**src/rtl/sprom_reader.sv**
```systemverilog
module sprom_reader #(
  parameter int HALF      = 4,
  parameter int DW        = 16,
  parameter int AW_WIDE   = 8,
  parameter int AW_NARROW = 6,
  parameter logic [15:0] SIGNATURE = 16'h8129
) (
  input  logic          clk,
  input  logic          rst_n,
  input  logic          req,
  input  logic [AW_WIDE-1:0] req_addr,
  input  logic          req_wide,
  input  logic          req_auto,
  input  logic          req_probe,
  output logic          busy,
  output logic          done,
  output logic [DW-1:0] rdata,
  output logic          wide_det,
  output logic          ee_cs,
  output logic          ee_sk,
  output logic          ee_di,
  input  logic          ee_do
);
  localparam int CMDW = 3 + AW_WIDE;
  localparam int CW   = $clog2(HALF + 1);
  localparam int IW   = $clog2(CMDW + DW);
  localparam logic [IW-1:0] LAST_WIDE   = IW'(CMDW - 1);
  localparam logic [IW-1:0] LAST_NARROW = IW'(3 + AW_NARROW - 1);
  localparam logic [IW-1:0] LAST_DATA   = IW'(DW - 1);
  localparam logic [CW-1:0] CNT_TOP     = CW'(HALF - 1);

  typedef enum logic [2:0] {IDLE, SEL, CMD_LO, CMD_HI, GAP, DAT_HI, DAT_LO} st_t;

  st_t             state;
  logic [CW-1:0]   cnt;
  logic [IW-1:0]   idx;
  logic [CMDW-1:0] cmd;
  logic [DW-1:0]   shreg;
  logic            wide_q, probe_q;
  logic            use_wide;

  assign use_wide = req_probe | (req_auto ? wide_det : req_wide);

  assign busy  = (state != IDLE);
  assign ee_cs = busy;
  assign ee_sk = (state == CMD_HI) || (state == DAT_HI);
  assign ee_di = ((state == CMD_LO) || (state == CMD_HI)) && cmd[CMDW-1];

  always_ff @(posedge clk) begin
    if (!rst_n) begin
      state    <= IDLE;
      cnt      <= '0;
      idx      <= '0;
      cmd      <= '0;
      shreg    <= '0;
      wide_q   <= 1'b0;
      probe_q  <= 1'b0;
      done     <= 1'b0;
      rdata    <= '0;
      wide_det <= 1'b0;
    end else begin
      done <= 1'b0;
      if (state == IDLE) begin
        if (req) begin
          wide_q  <= use_wide;
          probe_q <= req_probe;
          if (req_probe)
            cmd <= {3'b110, {AW_WIDE{1'b0}}};
          else if (use_wide)
            cmd <= {3'b110, req_addr};
          else
            cmd <= {3'b110, req_addr[AW_NARROW-1:0], {(AW_WIDE-AW_NARROW){1'b0}}};
          cnt   <= CNT_TOP;
          state <= SEL;
        end
      end else if (cnt != '0) begin
        cnt <= cnt - 1'b1;
      end else begin
        cnt <= CNT_TOP;
        case (state)
          SEL: begin
            idx   <= '0;
            state <= CMD_LO;
          end
          CMD_LO: state <= CMD_HI;
          CMD_HI: begin
            cmd <= {cmd[CMDW-2:0], 1'b0};
            if (idx == (wide_q ? LAST_WIDE : LAST_NARROW)) begin
              state <= GAP;
            end else begin
              idx   <= idx + 1'b1;
              state <= CMD_LO;
            end
          end
          GAP: begin
            idx   <= '0;
            state <= DAT_HI;
          end
          DAT_HI: begin
            shreg <= {shreg[DW-2:0], ee_do};
            state <= DAT_LO;
          end
          DAT_LO: begin
            if (idx == LAST_DATA) begin
              state <= IDLE;
              done  <= 1'b1;
              rdata <= shreg;
              if (probe_q) wide_det <= (shreg == SIGNATURE);
            end else begin
              idx   <= idx + 1'b1;
              state <= DAT_HI;
            end
          end
          default: state <= IDLE;
        endcase
      end
    end
  end
endmodule

```
**config.mk**
```make
export PLATFORM = sky130hd
export DESIGN_NAME = sprom_reader
export DESIGN_NICKNAME = d
export VERILOG_FILES = /design/src/rtl/sprom_reader.sv
export SDC_FILE = /design/constraint.sdc
export NUM_CORES = 1
export LEC_CHECK = 0
export BUFFER_PORTS_ARGS = -buffer_cell sky130_fd_sc_hd__buf_2
export CORE_UTILIZATION = 50
export CTS_CLUSTER_DIAMETER = 100
export DETAILED_ROUTE_END_ITERATION = 12
export MAX_ROUTING_LAYER = met4
export PLACE_DENSITY = 0.78
export SLEW_MARGIN = 20
export SYNTH_ARGS = -nofsm -noshare
export SYNTH_HDL_FRONTEND = slang
export SYNTH_SLANG_ARGS = --single-unit
export TNS_END_PERCENT = 1
```
**constraint.sdc**
```tcl
create_clock -name clk -period 2.3 [get_ports clk]
set_input_delay 0.23 -clock clk [delete_from_list [all_inputs] [get_ports clk]]
set_output_delay 0.23 -clock clk [all_outputs]
set_load 0.02 [all_outputs]
```
# Yosys cells after proc, flatten, opt, wreduce, memory -nomap -nowiden
# Cells that the tools add are included.
[word_totals]
input_bits = 15
out_inout_bits = 22
wordCells = 68
register_bits = 58
[classes]
n_mux = 21
n_reduce_logical = 17
add_sub_neg = 2
eq_ne = 13
bitwise = 5
[ops]
columns = ["cell", "n"]
rows = [
  ["two-way mux 11 bit", 4],
  ["two-way mux 3 bit", 8],
  ["case mux 3 bit (6 select lines)", 1],
  ["equality test 16 bit, second input constant", 1],
  ["two-way mux 8 bit", 2],
  ["case mux 5 bit (3 select lines)", 1],
  ["two-way mux 5 bit", 2],
  ["AND reduction 5 bit", 2],
  ["equality test 3 bit, second input constant", 3],
  ["nonzero test 3 bit", 3],
  ["!= test 2 bit, second input constant", 4],
  ["equality test 3 x 2 -> 1 bit, second input constant", 2],
  ["AND reduction 3 bit", 2],
  ["adder 5 x 1 -> 5 bit, second input constant", 1],
  ["equality test 5 x 4 -> 1 bit", 1],
  ["equality test 5 x 4 -> 1 bit, second input constant", 1],
  ["inverter 1 bit", 4],
  ["AND reduction 2 bit", 2],
  ["AND reduction 4 bit", 1],
  ["OR reduction 4 bit", 1],
  ["equality test 3 x 1 -> 1 bit, second input constant", 1],
  ["zero test 3 bit", 1],
  ["subtractor 3 x 1 -> 3 bit, second input constant", 1],
  ["logical OR 1 bit", 2],
  ["6 further kinds", 7],
]

# Depth between registers and ports, before layout
[depth]
depth_word = 6
depth_mapped = 9

# Worst setup path after synthesis
# Ideal clock, no wire load.
[synth_path]
path_kind = "register to register"
from = "register idx[0]"
to = "register idx[2]"
synth_period_minus_slack_ns = 1.823
setup_ns = 0.128
arrival_ns = 1.695
path_buffers = 0
slack_ns = 0.477
path_stages_with_launch = 8
cell_sequence = "dfxtp_1 -> ha_1 -> and3_1 -> ha_1 -> and2_1 -> o21a_1 -> a2111oi_2 -> o22ai_1"
[synth_via]
elab_chain_len = 3
[synth_lines]
columns = ["element", "line", "text"]
rows = [
  ["start, declared", "36", "logic [IW-1:0] idx;"],
  ["start signal, assigned", "91", "idx <= idx + 1'b1;"],
  ["start signal, assigned", "110", "idx <= idx + 1'b1;"],
  ["adder 5 x 1 -> 5 bit (tied with other cells)", "91, 110", ""],
  ["two-way mux 5 bit (tied with other cells)", "104", "if (idx == LAST_DATA) begin"],
  ["case mux 5 bit (3 select lines) / AND reduction 5 bit (equally long branches)", "--", ""],
]
# Parallel ways exist; a longest one is shown, timed or not. The select of a mux whose other input is x is not followed.
# A chain may end at the register's enable or synchronous reset.

# Final worst setup path
# Ends and elaborated chain as after synthesis.

==> flow_summary.ini <==
[placed_design]
numPortBuffers = 36
gp_congestion = 0.8923
hpwl_um = 3588
dp.cells = 382
placed_area_sq_um = 2892
place_ws_ns = 0.3524

[detailed_routing]
drc = 0
vias_per_cell = 5.475
vias = 2179
drt-total-wl_um = 5289
drt-initial-drc-count = 119
ant_nets = 0
wl_per_cell_um = 13.29
dr.pass1.iters = 4

[critical_path]
setup.worst_path.end_class = flip-flop
crit_arrival_ns = 2.16
worstPathRequired_ns = 2.52
worstSetupPathType = reg -> reg
crit_fanout = 5
start_kind = flip-flop

[clock_network]
clock_latency_ns = 0.34
cts-root-buf = clkbuf_8
postCtsSetupBuffers = 0
cts_buffers = 9
cts_num_sinks = 58
ctsResizeCount = 0
clkTransAtPathRegs_ns = 0.07
cts_hold_buffers = 0
cts_tree = done
cts-htree-levels = 3
clk_path_buf_depth = 2

[synthesis]
yosysUniqueCellTypes = 53
synth-xor-area-share = 0.009229
synth_common_cells = dfxtp_1, nor2_1, mux2i_1
synth.cell_area_sq_um = 2711
synthCells = 292
seq_area_frac_synth = 0.4282
synth_top_flop_cell = dfxtp_1
yosysMostFrequentCell = dfxtp_1
synth_fa_ha_area_frac = 0.01846
synth_simple_gate_area_frac = 0.2063
synth_top_family_by_area = simple AND/OR/NAND/NOR gates
synth-seq-cells = 58
synth_top_area_frac = 0.4282
yosys.area.top_type = dfxtp_1
synth_edf_count = 0
synth_compound_area_frac = 0.1564
async_flop_share = 0
synth_area_leaders = dfxtp_1, mux2i_1, nor2_1, a21oi_1, o21a_1
syn_avg_cell_area_sq_um = 9.285
synth_mux_area_frac = 0.1223
synth_warnings = 0
mappedNetlistNets = 311

[grt]
grt_usage = 0.2113
grt_max_degree = 27
grt_pass1_wl_um = 8783
gr-usage-met1 = 0.2815
busiest_layer = met2
overflow = 0
use_met2 = 0.3016
antenna_found_initial = 0
first_global_vias = 1857
grt_use_met3 = 0.07407

[sta]
setup_violations = 0
rsz0062_at_grt = no
clock.fmax_ghz = 0.5145
min_period_over_period = 0.8451
slew_violations = 0
fin_tns_setup_ns = 0
fin_crit_ns = 1.944
hold_ws_ns = 0.1334
tightest_slew_ns = 0.6352
clock_skew_ns = 0.008331
layout_setup_ws_ns = 0.3564
slew_headroom = 0.5759
hold_violations = 0

[die]
start_util = 0.5242
coreArea_sq_um = 5172
die_area_sq_um = 5721
die_width_um = 75.64
rows = 26
chipHeight_um = 75.64
io_pins = 37

[final_layout]
fillers = 445
final_cells = 398
seq_area_sq_um = 1161
area_delta_synth_final_pct = 14.07
drive_above_1_share = 0.2256
utilization = 0.5980
fin_area_sq_um = 3093
multiInputGateArea_sq_um = 1395
nNetsFinal = 342
antennaDiodeCount = 0

[power]
power.density_nw_per_um2 = 751.4
p_leak_nw = 1.258
ir_worst_vdd_uv = 452.4
total_power_mw = 2.324

[flow_run]
timing.max_cap.violations = 0

[min_path]
hold_path.class = in -> reg

[run_status]
status = finished, final reports clean
## flip-flops by register name, summed over array words and instances, names as in the netlist
signal	count
done	1
wide_q	1
state	3
cmd	11
shreg	16
rdata	16
idx	5
wide_det	1
probe_q	1
cnt	3
## path summary, 6_finish.rpt
path                             start       end  slack (ns)  depth (start not counted)
worst max-delay path            idx[0]    idx[2]        0.36                          7
worst min-delay path             ee_do  shreg[0]        0.13                          3
worst max register to register  idx[0]    idx[2]        0.36                          7
worst min register to register  cmd[6]    cmd[7]        0.47                          2
## routing by layer
layer | share of wire | wire length (um)
met1 | 0.52 | 2728
met2 | 0.44 | 2301
met3 | 0.042 | 222
met4 | 0.0072 | 38
met5 | 0 | 0
## power breakdown
group / internal [mW] / total [mW] / switching (mW) / leakage (nW)
Sequential: 1.04 / 1.09 / 0.0412 / 0.471
Clock: 0.504 / 0.940 / 0.436 / 0.0881
Combinational: 0.115 / 0.298 / 0.183 / 0.699
## layout make-up
class,instances,area share
multi-input cells,205,0.4511
well taps,70,0.02832
inverters,8,0.009709
clock buffers,9,0.04005
clock inverters,7,0.02508
repair buffers,41,0.07039
flip-flops and latches,58,0.3754
## cells by family (layout without fill, tap and decap cells)
kind of cell | Yosys count | count (layout)
DFF | 58 | 58
xor gates and xnor gates | 2 | 2
buffers and inverters | 29 | 65
adders and majority gates | 4 | 4
muxes | 33 | 33
and+or+nand+nor | 105 | 105
AOI/OAI and AO/OA | 61 | 61
## critical path, stage by stage, from the launching register on
cell       delay (ns)
dfxtp_1          0.35
ha_1             0.22
and3_1           0.19
ha_1             0.20
and2_1           0.17
o21a_1           0.24
a2111oi_2        0.34
o22ai_1          0.13
## cells in the final DEF (no fill, tap or decap), types with 5 or more instances in the layout
master / n
clkbuf_8: 9
buf_4: 5
o21a_1: 8
nor3b_1: 7
nor2_1: 38
a31oi_1: 6
nand2_1: 13
mux2i_1: 32
buf_2: 36
nand2b_1: 6
o21ai_0: 11
dfxtp_1: 58
inv_1: 7
nand4_1: 5
a21oi_1: 14
nand3_1: 6
(Power assumes the default switching activity.)
